**src/rtl/txramp_pkg.sv**
```systemverilog
package txramp_pkg;

    localparam int BIT_DIV_DEF   = 20;
    localparam int GAP_XTRA_DEF  = 2;
    localparam int LEAD_DEF      = 4;
    localparam int TAIL_DEF      = 7;
    localparam int GATE_DIV_DEF  = 2;

    typedef enum logic [3:0] {
        PH_IDLE,
        PH_LEAD,
        PH_HDR,
        PH_GAP1,
        PH_FIRST,
        PH_GAP2,
        PH_WAIT,
        PH_GAP3,
        PH_LAST,
        PH_GAP4,
        PH_RDN,
        PH_TAIL
    } phase_e;

    typedef struct packed {
        logic cmd;
        logic pe;
        logic modu;
        logic pon;
        logic dtx;
    } tsig_t;

    typedef struct packed {
        logic cmd;
        logic pe;
        logic modu;
    } pins_t;

    function automatic phase_e next_phase(phase_e p);
        case (p)
            PH_LEAD:  return PH_HDR;
            PH_HDR:   return PH_GAP1;
            PH_GAP1:  return PH_FIRST;
            PH_FIRST: return PH_GAP2;
            PH_GAP2:  return PH_WAIT;
            PH_WAIT:  return PH_GAP3;
            PH_GAP3:  return PH_LAST;
            PH_LAST:  return PH_GAP4;
            PH_GAP4:  return PH_RDN;
            PH_RDN:   return PH_TAIL;
            default:  return PH_IDLE;
        endcase
    endfunction

    function automatic tsig_t phase_strobes(phase_e p);
        tsig_t s;
        s.pon  = (p != PH_IDLE);
        s.cmd  = p inside {PH_HDR, PH_GAP1, PH_FIRST, PH_GAP2, PH_WAIT,
                           PH_GAP3, PH_LAST, PH_GAP4, PH_RDN};
        s.pe   = p inside {PH_GAP1, PH_FIRST, PH_GAP2, PH_WAIT,
                           PH_GAP3, PH_LAST, PH_GAP4};
        s.modu = p inside {PH_FIRST, PH_GAP2, PH_WAIT, PH_GAP3, PH_LAST};
        s.dtx  = p inside {PH_GAP2, PH_WAIT, PH_GAP3};
        return s;
    endfunction

endpackage

```
**src/rtl/txramp_tick.sv**
```systemverilog
module txramp_tick #(
    parameter int GATE_DIV = txramp_pkg::GATE_DIV_DEF
) (
    input  logic clk,
    input  logic rst,
    input  logic gate,
    input  logic run,
    output logic slow_en
);
    localparam int DW = (GATE_DIV > 1) ? $clog2(GATE_DIV) : 1;
    localparam logic [DW-1:0] DIV_LAST = DW'(GATE_DIV - 1);

    logic [DW-1:0] div_q;

    always_ff @(posedge clk) begin
        if (rst || !run) begin
            div_q <= '0;
        end else if (div_q == DIV_LAST) begin
            div_q <= '0;
        end else begin
            div_q <= div_q + 1'b1;
        end
    end

    assign slow_en = gate ? (div_q == DIV_LAST) : 1'b1;

    p_tick_spacing_r6: assert property (@(posedge clk) disable iff (rst)
        (gate && run && slow_en) |=> (!slow_en || !gate));

endmodule

```
**src/rtl/txramp_fsm.sv**
```systemverilog
module txramp_fsm
    import txramp_pkg::*;
#(
    parameter int DLY_W    = 8,
    parameter int BIT_DIV  = BIT_DIV_DEF,
    parameter int GAP_XTRA = GAP_XTRA_DEF,
    parameter int LEAD_LEN = LEAD_DEF,
    parameter int TAIL_LEN = TAIL_DEF
) (
    input  logic             clk,
    input  logic             rst,
    input  logic             slow_en,
    input  logic             start_req,
    input  logic             last_bit,
    input  logic [DLY_W-1:0] hdr_dly,
    input  logic [DLY_W-1:0] gap1_dly,
    input  logic [DLY_W-1:0] gap2_dly,
    input  logic [DLY_W-1:0] gap3_dly,
    input  logic [DLY_W-1:0] gap4_dly,
    input  logic [DLY_W-1:0] rdn_dly,
    output phase_e           phase_o,
    output logic             seq_done_o
);
    localparam int MAX_V  = (1 << DLY_W) - 1;
    localparam int MAX_T  = MAX_V * BIT_DIV + GAP_XTRA + LEAD_LEN + TAIL_LEN + BIT_DIV;
    localparam int CNT_W  = $clog2(MAX_T + 1);
    localparam logic [CNT_W-1:0] K_BIT  = CNT_W'(BIT_DIV);
    localparam logic [CNT_W-1:0] K_GAP  = CNT_W'(GAP_XTRA);
    localparam logic [CNT_W-1:0] K_LEAD = CNT_W'(LEAD_LEN);
    localparam logic [CNT_W-1:0] K_TAIL = CNT_W'(TAIL_LEN);

    phase_e            phase_q;
    logic [CNT_W-1:0]  cnt_q;
    logic [CNT_W-1:0]  cnt_nx;
    logic [CNT_W-1:0]  span;
    logic              span_end;
    logic              last_seen_q;
    logic              done_q;

    function automatic logic [CNT_W-1:0] scaled(logic [DLY_W-1:0] v,
                                                logic [CNT_W-1:0] fixed);
        return CNT_W'(v) * K_BIT + fixed;
    endfunction

    always_comb begin
        case (phase_q)
            PH_LEAD:  span = K_LEAD;
            PH_HDR:   span = scaled(hdr_dly, '0);
            PH_GAP1:  span = scaled(gap1_dly, K_GAP);
            PH_FIRST: span = K_BIT;
            PH_GAP2:  span = scaled(gap2_dly, K_GAP);
            PH_GAP3:  span = scaled(gap3_dly, K_GAP);
            PH_LAST:  span = K_BIT;
            PH_GAP4:  span = scaled(gap4_dly, K_GAP);
            PH_RDN:   span = scaled(rdn_dly, '0);
            PH_TAIL:  span = K_TAIL;
            default:  span = '0;
        endcase
    end

    assign cnt_nx   = cnt_q + 1'b1;
    assign span_end = (span == '0) || (cnt_nx >= span);

    always_ff @(posedge clk) begin
        if (rst) begin
            phase_q     <= PH_IDLE;
            cnt_q       <= '0;
            last_seen_q <= 1'b0;
            done_q      <= 1'b0;
        end else begin
            done_q <= 1'b0;
            if (phase_q != PH_IDLE && last_bit) begin
                last_seen_q <= 1'b1;
            end
            case (phase_q)
                PH_IDLE: begin
                    last_seen_q <= 1'b0;
                    cnt_q       <= '0;
                    if (start_req) begin
                        phase_q <= PH_LEAD;
                    end
                end
                PH_WAIT: begin
                    if (slow_en && (last_seen_q || last_bit)) begin
                        phase_q <= PH_GAP3;
                        cnt_q   <= '0;
                    end
                end
                default: begin
                    if (slow_en) begin
                        if (span_end) begin
                            phase_q <= next_phase(phase_q);
                            cnt_q   <= '0;
                            if (phase_q == PH_TAIL) begin
                                done_q <= 1'b1;
                            end
                        end else begin
                            cnt_q <= cnt_nx;
                        end
                    end
                end
            endcase
        end
    end

    assign phase_o    = phase_q;
    assign seq_done_o = done_q;

    p_hold_wait_r7: assert property (@(posedge clk) disable iff (rst)
        (phase_q == PH_WAIT && !last_seen_q && !last_bit) |=> (phase_q == PH_WAIT));

    p_no_restart_r8: assert property (@(posedge clk) disable iff (rst)
        (phase_q != PH_IDLE && phase_q != PH_LEAD) |=> (phase_q != PH_LEAD));

    p_done_single_r9: assert property (@(posedge clk) disable iff (rst)
        done_q |=> !done_q);

    p_count_in_span_r2: assert property (@(posedge clk) disable iff (rst)
        (phase_q != PH_IDLE && phase_q != PH_WAIT && span != '0) |-> (cnt_q < span));

    p_tick_gated_r5: assert property (@(posedge clk) disable iff (rst)
        (!slow_en && phase_q != PH_IDLE) |=> $stable(phase_q));

endmodule

```
**src/rtl/txramp_map.sv**
```systemverilog
module txramp_map
    import txramp_pkg::*;
(
    input  phase_e phase,
    input  logic   map_sel,
    output pins_t  seq_pins
);
    tsig_t s;

    always_comb begin
        s = phase_strobes(phase);
        if (map_sel) begin
            seq_pins.cmd  = s.pon;
            seq_pins.pe   = s.dtx;
            seq_pins.modu = s.modu;
        end else begin
            seq_pins.cmd  = s.cmd;
            seq_pins.pe   = s.pe;
            seq_pins.modu = s.modu;
        end
    end

endmodule

```
**src/rtl/txramp_pins.sv**
```systemverilog
module txramp_pins
    import txramp_pkg::*;
(
    input  logic  clk,
    input  logic  rst,
    input  pins_t seq_pins,
    input  logic  ovr_en,
    input  pins_t ovr_pins,
    input  logic  pe_inv,
    input  logic  mod_inv,
    input  logic  seq_done,
    output logic  cmd_o,
    output logic  cmd_n_o,
    output logic  pe_o,
    output logic  mod_o,
    output logic  done_o
);
    pins_t sel;
    logic  cmd_q, cmd_n_q, pe_q, mod_q, done_q;

    assign sel = ovr_en ? ovr_pins : seq_pins;

    always_ff @(posedge clk) begin
        if (rst) begin
            cmd_q   <= 1'b0;
            cmd_n_q <= 1'b1;
            pe_q    <= 1'b0;
            mod_q   <= 1'b0;
            done_q  <= 1'b0;
        end else begin
            cmd_q   <= sel.cmd;
            cmd_n_q <= ~sel.cmd;
            pe_q    <= sel.pe ^ pe_inv;
            mod_q   <= sel.modu ^ mod_inv;
            done_q  <= seq_done;
        end
    end

    assign cmd_o   = cmd_q;
    assign cmd_n_o = cmd_n_q;
    assign pe_o    = pe_q;
    assign mod_o   = mod_q;
    assign done_o  = done_q;

    p_ovr_follow_r11: assert property (@(posedge clk) disable iff (rst)
        ovr_en |=> (cmd_o == $past(ovr_pins.cmd)) &&
                   (pe_o == ($past(ovr_pins.pe) ^ $past(pe_inv))) &&
                   (mod_o == ($past(ovr_pins.modu) ^ $past(mod_inv))));

    p_cmd_pair_r10: assert property (@(posedge clk) disable iff (rst)
        cmd_n_o == !cmd_o);

endmodule

```
**src/rtl/txramp_seq.sv**
```systemverilog
module txramp_seq
    import txramp_pkg::*;
#(
    parameter int DLY_W    = 8,
    parameter int BIT_DIV  = BIT_DIV_DEF,
    parameter int GAP_XTRA = GAP_XTRA_DEF,
    parameter int LEAD_LEN = LEAD_DEF,
    parameter int TAIL_LEN = TAIL_DEF,
    parameter int GATE_DIV = GATE_DIV_DEF
) (
    input  logic             clk,
    input  logic             rst,
    input  logic             start_req,
    input  logic             last_bit,
    input  logic             clk_gate,
    input  logic             map_sel,
    input  logic [DLY_W-1:0] hdr_dly,
    input  logic [DLY_W-1:0] gap1_dly,
    input  logic [DLY_W-1:0] gap2_dly,
    input  logic [DLY_W-1:0] gap3_dly,
    input  logic [DLY_W-1:0] gap4_dly,
    input  logic [DLY_W-1:0] rdn_dly,
    input  logic             pe_inv,
    input  logic             mod_inv,
    input  logic             ovr_en,
    input  logic             ovr_cmd,
    input  logic             ovr_pe,
    input  logic             ovr_mod,
    output logic             cmd_o,
    output logic             cmd_n_o,
    output logic             pe_o,
    output logic             mod_o,
    output logic             done_o
);
    phase_e phase;
    logic   slow_en;
    logic   seq_done;
    pins_t  seq_pins;
    pins_t  ovr_pins;

    assign ovr_pins = '{cmd: ovr_cmd, pe: ovr_pe, modu: ovr_mod};

    txramp_tick #(.GATE_DIV(GATE_DIV)) u_tick (
        .clk     (clk),
        .rst     (rst),
        .gate    (clk_gate),
        .run     (phase != PH_IDLE),
        .slow_en (slow_en)
    );

    txramp_fsm #(
        .DLY_W    (DLY_W),
        .BIT_DIV  (BIT_DIV),
        .GAP_XTRA (GAP_XTRA),
        .LEAD_LEN (LEAD_LEN),
        .TAIL_LEN (TAIL_LEN)
    ) u_fsm (
        .clk        (clk),
        .rst        (rst),
        .slow_en    (slow_en),
        .start_req  (start_req),
        .last_bit   (last_bit),
        .hdr_dly    (hdr_dly),
        .gap1_dly   (gap1_dly),
        .gap2_dly   (gap2_dly),
        .gap3_dly   (gap3_dly),
        .gap4_dly   (gap4_dly),
        .rdn_dly    (rdn_dly),
        .phase_o    (phase),
        .seq_done_o (seq_done)
    );

    txramp_map u_map (
        .phase    (phase),
        .map_sel  (map_sel),
        .seq_pins (seq_pins)
    );

    txramp_pins u_pins (
        .clk      (clk),
        .rst      (rst),
        .seq_pins (seq_pins),
        .ovr_en   (ovr_en),
        .ovr_pins (ovr_pins),
        .pe_inv   (pe_inv),
        .mod_inv  (mod_inv),
        .seq_done (seq_done),
        .cmd_o    (cmd_o),
        .cmd_n_o  (cmd_n_o),
        .pe_o     (pe_o),
        .mod_o    (mod_o),
        .done_o   (done_o)
    );

    p_idle_quiet_r1: assert property (@(posedge clk) disable iff (rst)
        (phase == PH_IDLE && !ovr_en) |=> !cmd_o);

    p_done_at_idle_r9: assert property (@(posedge clk) disable iff (rst)
        (done_o && !$past(ovr_en)) |-> !cmd_o);

endmodule

```
**config.mk**
```make
export PLATFORM = sky130hd
export DESIGN_NAME = txramp_seq
export DESIGN_NICKNAME = d
export VERILOG_FILES = /design/src/rtl/txramp_pkg.sv /design/src/rtl/txramp_tick.sv /design/src/rtl/txramp_fsm.sv /design/src/rtl/txramp_map.sv /design/src/rtl/txramp_pins.sv /design/src/rtl/txramp_seq.sv
export SDC_FILE = /design/constraint.sdc
export NUM_CORES = 1
export LEC_CHECK = 0
export BUFFER_PORTS_ARGS = -buffer_cell sky130_fd_sc_hd__buf_2
export CORE_UTILIZATION = 42
export DETAILED_ROUTE_END_ITERATION = 10
export SKIP_CTS_REPAIR_TIMING = 1
export SLEW_MARGIN = 40
export SYNTH_ARGS = -nofsm -noshare
export SYNTH_HDL_FRONTEND = slang
export SYNTH_SLANG_ARGS = --single-unit
```
**constraint.sdc**
```tcl
create_clock -name clk -period 4.4 [get_ports clk]
set_input_delay 0.22 -clock clk [delete_from_list [all_inputs] [get_ports clk]]
set_output_delay 0.22 -clock clk [all_outputs]
set_load 0.03 [all_outputs]
```
==> Word level (Yosys, flattened, before mapping) <==
Memory sizes are Yosys's and may differ from the RTL's. A register that Yosys moved wholly into a read port is not among the register bits.
Index checks and enable logic that the tools add are counted.
Widths: inputs -> output; s select.
{ "totals": {"reg_bits": 25, "mem_bits_ro": 64, "inputBits": 60, "output_inout_bits": 5, "n_memories": 1} }
{ "memory_table": {"columns": ["name", "depth", "word_bits", "read_ports", "rd_ports_with_merged_regs", "wr", "line_no", "text"], "rows": [
  ["(no name shown)", 16, 4, 1, 1, 0, "txramp_pkg.sv:39", "case (p)"]
]} }
{ "op_classes": {"n_addsub": 6, "n_mul": 6, "n_lt_le_gt_ge": 1, "eq_ne": 13, "n_mux": 16, "bitwise_logic": 5, "n_reduce_logical": 21} }
{ "op_table": {"columns": ["op", "n"], "rows": [
  ["$pmux 13 s9", 1],
  ["$mul 8x3->11 const B", 6],
  ["$add 13x2->13 const B", 4],
  ["$mux 13", 3],
  ["$pmux 13 s2", 1],
  ["$mux 4", 6],
  ["$eq 4x3->1 const B", 4],
  ["$eq 4x4->1 const B", 4],
  ["$add 13x1->13 const B", 1],
  ["$ge 13x13->1", 1],
  ["$logic_not 13->1", 1],
  ["$reduce_bool 3->1", 3],
  ["$reduce_bool 9->1", 1],
  ["$eq 4x2->1 const B", 2],
  ["$pmux 4 s2", 1],
  ["$reduce_bool 7->1", 1],
  ["$mux 3", 2],
  ["$reduce_or 2->1", 3],
  ["$reduce_bool 5->1", 1],
  ["$reduce_or 5->1", 1],
  ["$eq 4x1->1 const B", 1],
  ["$logic_not 4->1", 1],
  ["$reduce_and 4->1", 1],
  ["$reduce_bool 4->1", 1],
  ["other kinds (10)", 17]
]} }

==> Longest topological paths before layout <==
Gate-level depths: netlist (run 1).
{ "logic_depth": {"word_depth": 10, "depth_mapped": 23, "ltp_nobuf": 22} }

==> Cells and area by module <==
Synthesis (run 1) repeated with hierarchy kept, for this count alone.
{ "hier_totals": {"cells_unflattened": 599, "area_unflattened_um2": 4753.3} }
{ "modules_own_cells": {"columns": ["module", "instances", "cells_per_inst", "area_per_inst_um2", "seq_area_each_um2"], "rows": [
  ["txramp_fsm", 1, 565, 4418.0, 460.4],
  ["txramp_pins", 1, 17, 196.4, 100.1],
  ["txramp_map", 1, 13, 92.6, 0.0],
  ["txramp_tick", 1, 3, 38.8, 20.0],
  ["txramp_seq", 1, 1, 7.5, 0.0]
]} }

==> Worst setup path after synthesis (run 1) <==
OpenSTA, ideal clock, no wires.
{ "synth_path": {"path_kind": "input-to-reg", "start": "input port gap3_dly[1]", "end": "register (tool-made name)", "setup_ns": 0.092, "arrival_time_ns": 4.354, "setup_slack_ns": -0.046, "path_stages": 22, "cell_sequence": "ha_1 -> ha_1 -> inv_1 -> fa_1 -> nand2b_1 -> a211oi_1 -> mux2i_1 -> o22ai_1 -> nor4b_1 -> and3_1 -> ha_1 -> nand2_1 -> a21oi_1 -> o31a_1 -> o21ai_0 -> o31a_1 -> buf_4 -> a211oi_1 -> a211oi_1 -> ha_1 -> inv_1 -> o32ai_1"} }
{ "synth_rtl": {"columns": ["element", "line_no", "text"], "rows": [
  ["start, declared", "txramp_seq.sv:20", "input logic [DLY_W-1:0] gap3_dly,"]
]} }

==> flow_summary_export.csv, run 1 <==
group,metric,value,unit
clock_network,cts-root-buf,"clkbuf_8",
placement,placed_area,0.00550,mm2
timing,hold_viol,0,
setup_path,crit_required,4610,ps
finish,fin_area,0.00576,mm2
route,ant_nets,0,
global_route,grt_pass1_wl,21400,um
timing,slew_violations,0,
power,p_clk_share,11.2,%
die,io_pins,65,
synthesis,synthAdderAreaFrac,26.1,%
global_route,antenna_found_initial,0,
route,wire_per_inst,16.4,um
synthesis,yosysTopAreaCellShare,23.5,%
placement,hpwl,11000,um
placement,gp_congestion,0.968,
synthesis,synth_edf_count,0,
power,p_sw_share,45.9,%
global_route,grt_max_degree,29,
power,peakVddDrop,0.445,mV
setup_path,critPathTopFamily,"compound AO/OA/AOI/OAI gates",
finish,nFillCells,1047,
route,viasPerCell,5.74,
power,seq_power_share,17.4,%
synthesis,synthSimpleGateAreaFrac,23.5,%
timing,period_minus_slack,4240,ps
setup_path,critPathBufInv,5,
timing,worst-slew-pin-transition,601,ps
finish,final_core_util,52.9,%
die,die_area,0.0117,mm2
clock_network,cts_made_buffers,5,
global_route,grt-ovfl-total,0,
setup_path,slowest_delay,410,ps
clock_network,cts.htree.levels,2,
die,std_cell_rows,38,
route,wl_met1,5760,um
status,status,"completed",
route,wl_met3,482,um
route,first_pass_iters,5,
timing,clock_skew,7.91,ps
synthesis,ys_ff_latch,29,
finish,layout-drive-gt1-share,27.0,%
route,wl_met2,6690,um
route,drt_iter0_drc,214,
synthesis,yosysTopAreaCell,"ha_1",
setup_path,crit_top_cell,"ha_1",
synthesis,synth-seq-area-share,12.3,%
finish,num_antenna_cells,0,
finish,final_nets,829,
global_route,grt_pass1_vias,4567,
setup_path,startpoint_type,"input port",
synthesis,syn_area_per_cell,8.27,um2
timing,fmax,0.236,GHz
synthesis,yosys_warnings,0,
clock_network,cts_tree,"yes",
setup_path,slowest_stage,"fa_1",
clock_network,clock_path_buffers,2,
global_route,grt_use_total,23.2,%
placement,pre_cts_slack,-358,ps
synthesis,ys_async_sr_fraction,0,%
die,die_h,108,um
synthesis,syn_nets,727,
clock_network,cts_sinks,29,
timing,finalSetupViolCount,0,
setup_path,critical_path_arrival,4450,ps
synthesis,synth_compound_area_share,21.5,%
timing,setup_slack,163,ps
finish,multiInputGateArea,0.00401,mm2
synthesis,synth_area_leaders,"ha_1, dfxtp_1, a21oi_1",
route,wirelength,13400,um
job,drv_cap,0,
setup_path,path_class,"in2reg",
power,p_leak,2.60,nW
route,vias,4680,
power,intPower,0.00103,W
power,power_frac_comb,71.3,%
clock_network,clock_latency,290,ps
power,p_sw,0.000869,W
synthesis,synth_xor_area_share,6.85,%
power,power_density,329,mW/mm2
synthesis,synth_cell_type_count,76,
hold_path,hp-class,"in2reg",
finish,regArea,582,um2
timing,max_slew_margin,59.6,%
route,routed.top_layer,"met4",
timing,fin_crit_sh,96.3,%
synthesis,synth_area,0.00473,mm2
placement,port_buffers,64,
setup_path,crit_chain,"buf_2 -> ha_1 -> ha_1 -> inv_1 -> fa_1 -> nand2b_1 -> a21oi_2 -> buf_4 -> xnor2_1 -> o22ai_1 -> nor4_2 -> buf_4 -> ha_1 -> o21ai_0 -> a21oi_1 -> o31a_1 -> o21ai_2 -> o31a_1 -> mux2i_2 -> nor2_2 -> ha_2 -> inv_2 -> o2111ai_2 -> a21oi_1",
synthesis,synth_ff_type,"dfxtp_1",
synthesis,synth_top_family_by_area,"adder cells",
finish,layout_commonest_cell,"ha_1",
die,core_area,0.0109,mm2
setup_path,worstSetupEndpointType,"register",
finish,areaGrowthSynthToFinish,21.6,%
die,initial_utilization,43.5,%
clock_network,clkTransAtPathRegs,70,ps
die,fp.dieW,108,um
synthesis,synth_cells,572,
synthesis,synth.area.mux_share,3.15,%
finish,final_cell_mix,"ha_1, buf_2, buf_4",
route,route.detailed.drc,0,
setup_path,crit_fanout,4,
==> cell usage after synthesis (10+ instances only) <==
library cell / number
nand2_1: 26
a21o_1: 11
dfxtp_1: 29
o22ai_1: 10
a211oi_1: 10
nor2_1: 41
o21ai_0: 21
inv_1: 36
ha_1: 89
nand2b_1: 12
and3_1: 13
nor2b_1: 14
a21oi_1: 39
xor2_1: 18
nand3_1: 18
xnor2_1: 19
nand4_1: 10
==> metal layers <==
| metal | global-route usage [%] | up-vias |
|---|---|---|
| met3 | 1.87 | 34 |
| met2 | 41.7 | 122 |
| met5 | 0 | - |
| met1 | 27.9 | 2179 |
| met4 | 10.9 | 0 |
| li1 | - | 2345 |
==> kinds of logic after synthesis <==
group,after synthesis
AOI/OAI and AO/OA,149
muxes,14
DFF,29
adders and majority gates,95
xor gates and xnor gates,37
and+or+nand+nor,186
buffers and inverters,62
==> layout make-up <==
| class | instances | share of cell area, % |
|---|---|---|
| Sequential cell | 29 | 10.1 |
| Multi-Input combinational cell | 481 | 69.7 |
| Timing Repair Buffer | 120 | 13.3 |
| Clock buffer | 6 | 1.26 |
| Tap cell | 140 | 3.04 |
| Clock inverter | 2 | 0.174 |
| Inverter | 37 | 2.41 |
==> final timing paths <==
| path | start | end | slack [ps] | depth (start not counted) |
|---|---|---|---|---|
| worst max-delay path | gap4_dly[1] | register | 160 | 24 |
| worst min-delay path | mod_inv | u_pins.mod_o | 180 | 3 |
| worst min register to register | u_tick.div_q | u_tick.div_q | 440 | 1 |
| worst max register to register | u_fsm.phase_o[1] | register | 200 | 16 |
==> power groups by stage <==
stage | Sequential [W] | Combinational, W | Clock [W]
after CTS | 0.000328 | 0.00123 | 0.000222
after global placement | 0.000334 | 0.00120 | 0
final | 0.000330 | 0.00135 | 0.000213
after detailed placement | 0.000334 | 0.00122 | 0
after global routing | 0.000335 | 0.00148 | 0.000228
after floorplan | 0.000318 | 0.000865 | 0
==> per-stage QoR <==
step	hold WS, ps	instances	setup TNS (ps)	total power [W]
final	184	815	0	0.00189
after global routing	209	815	-85.2	0.00204
after CTS	182	814	-211	0.00178
after detailed placement	425	806	-2220	0.00156
after global placement	409	806	-694	0.00153
after floorplan	368	572	0	0.00118
==> tightest hold or removal path: cells and delay by family <==
kind          cells  cell delay (ps)
buf+inv           1               80
xor+xnor          1               60
simple gates      1               70
Power figures use the tool's default switching activity.
==> inputs of run 2 (changes only) <==
--- a/config.mk
+++ b/config.mk
@@ -8,6 +8,7 @@
 export BUFFER_PORTS_ARGS = -buffer_cell sky130_fd_sc_hd__buf_2
 export CORE_UTILIZATION = 42
 export DETAILED_ROUTE_END_ITERATION = 10
+export GPL_TIMING_DRIVEN = 0
 export SKIP_CTS_REPAIR_TIMING = 1
 export SLEW_MARGIN = 40
 export SYNTH_ARGS = -nofsm -noshare
==> run 2 against run 1 <==
  * Sequential cell count unchanged
  * Highest routed layer unchanged
  * Die area unchanged
  * Combinational power up 8%
  * Largest cell class unchanged
  * Count of clock-buffer cells in the layout up 2
  * Power up 4.3%
  * Clock skew down 4.2 ps
  * Worst setup slack worse by 6.1 ps
  * Critical path type unchanged
==> flow_summary_export.csv, run 2 (same netlist as run 1, synthesis figures left out) <==
group,metric,value,unit
status,status,"completed",
global_route,grt_pass1_wl,21600,um
die,std_cell_rows,38,
setup_path,path_class,"in2reg",
die,fp.dieW,108,um
clock_network,clkTransAtPathRegs,60,ps
global_route,antenna_found_initial,0,
timing,slew_violations,0,
finish,multiInputGateArea,0.00415,mm2
setup_path,startpoint_type,"input port",
setup_path,critPathBufInv,4,
global_route,met1_usage,28.7,%
die,initial_utilization,43.5,%
timing,worst-slew-pin-transition,793,ps
route,first_pass_iters,5,
finish,nFillCells,1065,
route,ant_nets,0,
finish,regArea,581,um2
clock_network,cts-root-buf,"clkbuf_8",
die,die_area,0.0117,mm2
clock_network,cts_made_buffers,5,
setup_path,critPathTopFamily,"adder cells",
finish,num_antenna_cells,0,
placement,port_buffers,63,
power,total_power,0.00198,W
finish,final_nets,806,
placement,hpwl,11200,um
timing,holdWs,186,ps
hold_path,hp-class,"in2reg",
timing,finalSetupViolCount,0,
placement,gp_congestion,0.882,
setup_path,path_depth,24,
clock_network,cts.htree.levels,2,
finish,layout-drive-gt1-share,25.0,%
global_route,use_met2,42.4,%
timing,fin_crit_sh,96.4,%
hold_path,hold_depth,3,
route,viasPerCell,5.92,
timing,period_minus_slack,4240,ps
setup_path,critical_path_arrival,4460,ps
setup_path,crit_fanout,5,
setup_path,crit_required,4620,ps
setup_path,slowest_delay,380,ps
clock_network,cts_tree,"yes",
global_route,grt-ovfl-total,0,
finish,layout_commonest_cell,"ha_1",
global_route,grt_use_total,23.7,%
die,die_h,108,um
route,wirelength,13700,um
power,peakVddDrop,0.347,mV
power,p_leak,2.50,nW
route,drt_iter0_drc,273,
setup_path,slowest_stage,"fa_2",
setup_path,crit_chain,"buf_2 -> ha_4 -> ha_4 -> inv_2 -> fa_2 -> nand2b_4 -> a211oi_2 -> mux2i_1 -> o22ai_2 -> nor4b_4 -> and3_4 -> ha_4 -> nand2_4 -> a21oi_1 -> o31a_1 -> o21ai_2 -> o31a_1 -> buf_6 -> mux2i_4 -> nor2_2 -> ha_2 -> inv_2 -> o2111ai_2 -> a21oi_1",
global_route,grt_pass1_vias,4553,
timing,clock_skew,3.73,ps
route,vias,4692,
global_route,grt_max_degree,11,
power,power_density,348,mW/mm2
die,core_area,0.0109,mm2
job,drv_cap,0,
route,wire_per_inst,17.3,um
timing,fmax,0.236,GHz
clock_network,cts_sinks,29,
finish,areaGrowthSynthToFinish,20.1,%
die,io_pins,65,
finish,final_cell_mix,"ha_1, buf_2, nor2_1",
setup_path,crit_top_cell,"ha_4",
setup_path,reg2reg_depth,18,
clock_network,clock_latency,280,ps
global_route,busiest_layer,"met2",
clock_network,clock_path_buffers,2,
setup_path,worstSetupEndpointType,"register",
timing,hold_viol,0,
global_route,grt_util_met3,2.35,%
route,route.detailed.drc,0,
timing,max_slew_margin,46.5,%
## run 2: changes by cell type in the layout (fill, tap and decap cells not counted), moves of 3 or more
cell / previous run / this run
buf_2: 64 / 71
buf_4: 54 / 11
buf_6: 0 / 7
clkbuf_1: 1 / 9
ha_1: 86 / 82
ha_4: 1 / 4
## run 2: worst paths after layout
path / startpoint / to / slack (ps)
worst max-delay path: hdr_dly[3] / register / 160
worst min-delay path: mod_inv / u_pins.mod_o / 190
worst max register to register: u_fsm.phase_o[1] / register / 240
worst min register to register: u_tick.div_q / u_tick.div_q / 440
## run 2: power breakdown
group          internal [W]  leakage [nW]  switching, W
registers          0.000292         0.236     0.0000187
logic              0.000671          2.22      0.000785
clock network      0.000112        0.0395     0.0000979
total               0.00107          2.50      0.000901
## run 2: area by class of cell
class                           instances  area share, %
Multi-Input combinational cell        481           72.9
Sequential cell                        29           10.2
Timing Repair Buffer                   73           6.83
Buffer                                 24           3.08
Tap cell                              140           3.08
Inverter                               37           2.44
Clock buffer                            8           1.41
## run 2: metal layers
layer	share of wire [%]	routed length, um
met4	3.8	519
met3	4.7	636
met2	49	6700
met5	0	0
met1	43	5820
## run 2: worst reg2reg max path, stage by stage (launching register included)
cell and delay, ps:
dfxtp_1 470, buf_2 280, and4bb_1 270, nand3_1 100, a21oi_1 50, a2111oi_1 440, and4_1 360, ha_1 300
a21oi_1 270, o41ai_4 140, o21ai_2 170, o31a_1 230, buf_6 160, mux2i_4 270, nor2_2 70, ha_2 210
inv_2 60, o2111ai_2 90, a21oi_1 170
## run 2: per-stage QoR
step	util, %	instance area (um2)	cells	setup TNS [ps]	setup slack, ps
after floorplan	-	4740	572	0	41.8
after global placement	48.0	5230	775	-10590	-968
after detailed placement	48.0	5230	775	-12030	-1050
after CTS	48.7	5310	783	-6460	-789
after global routing	52.2	5680	792	-92.0	-27.9
final	52.2	5680	792	0	156
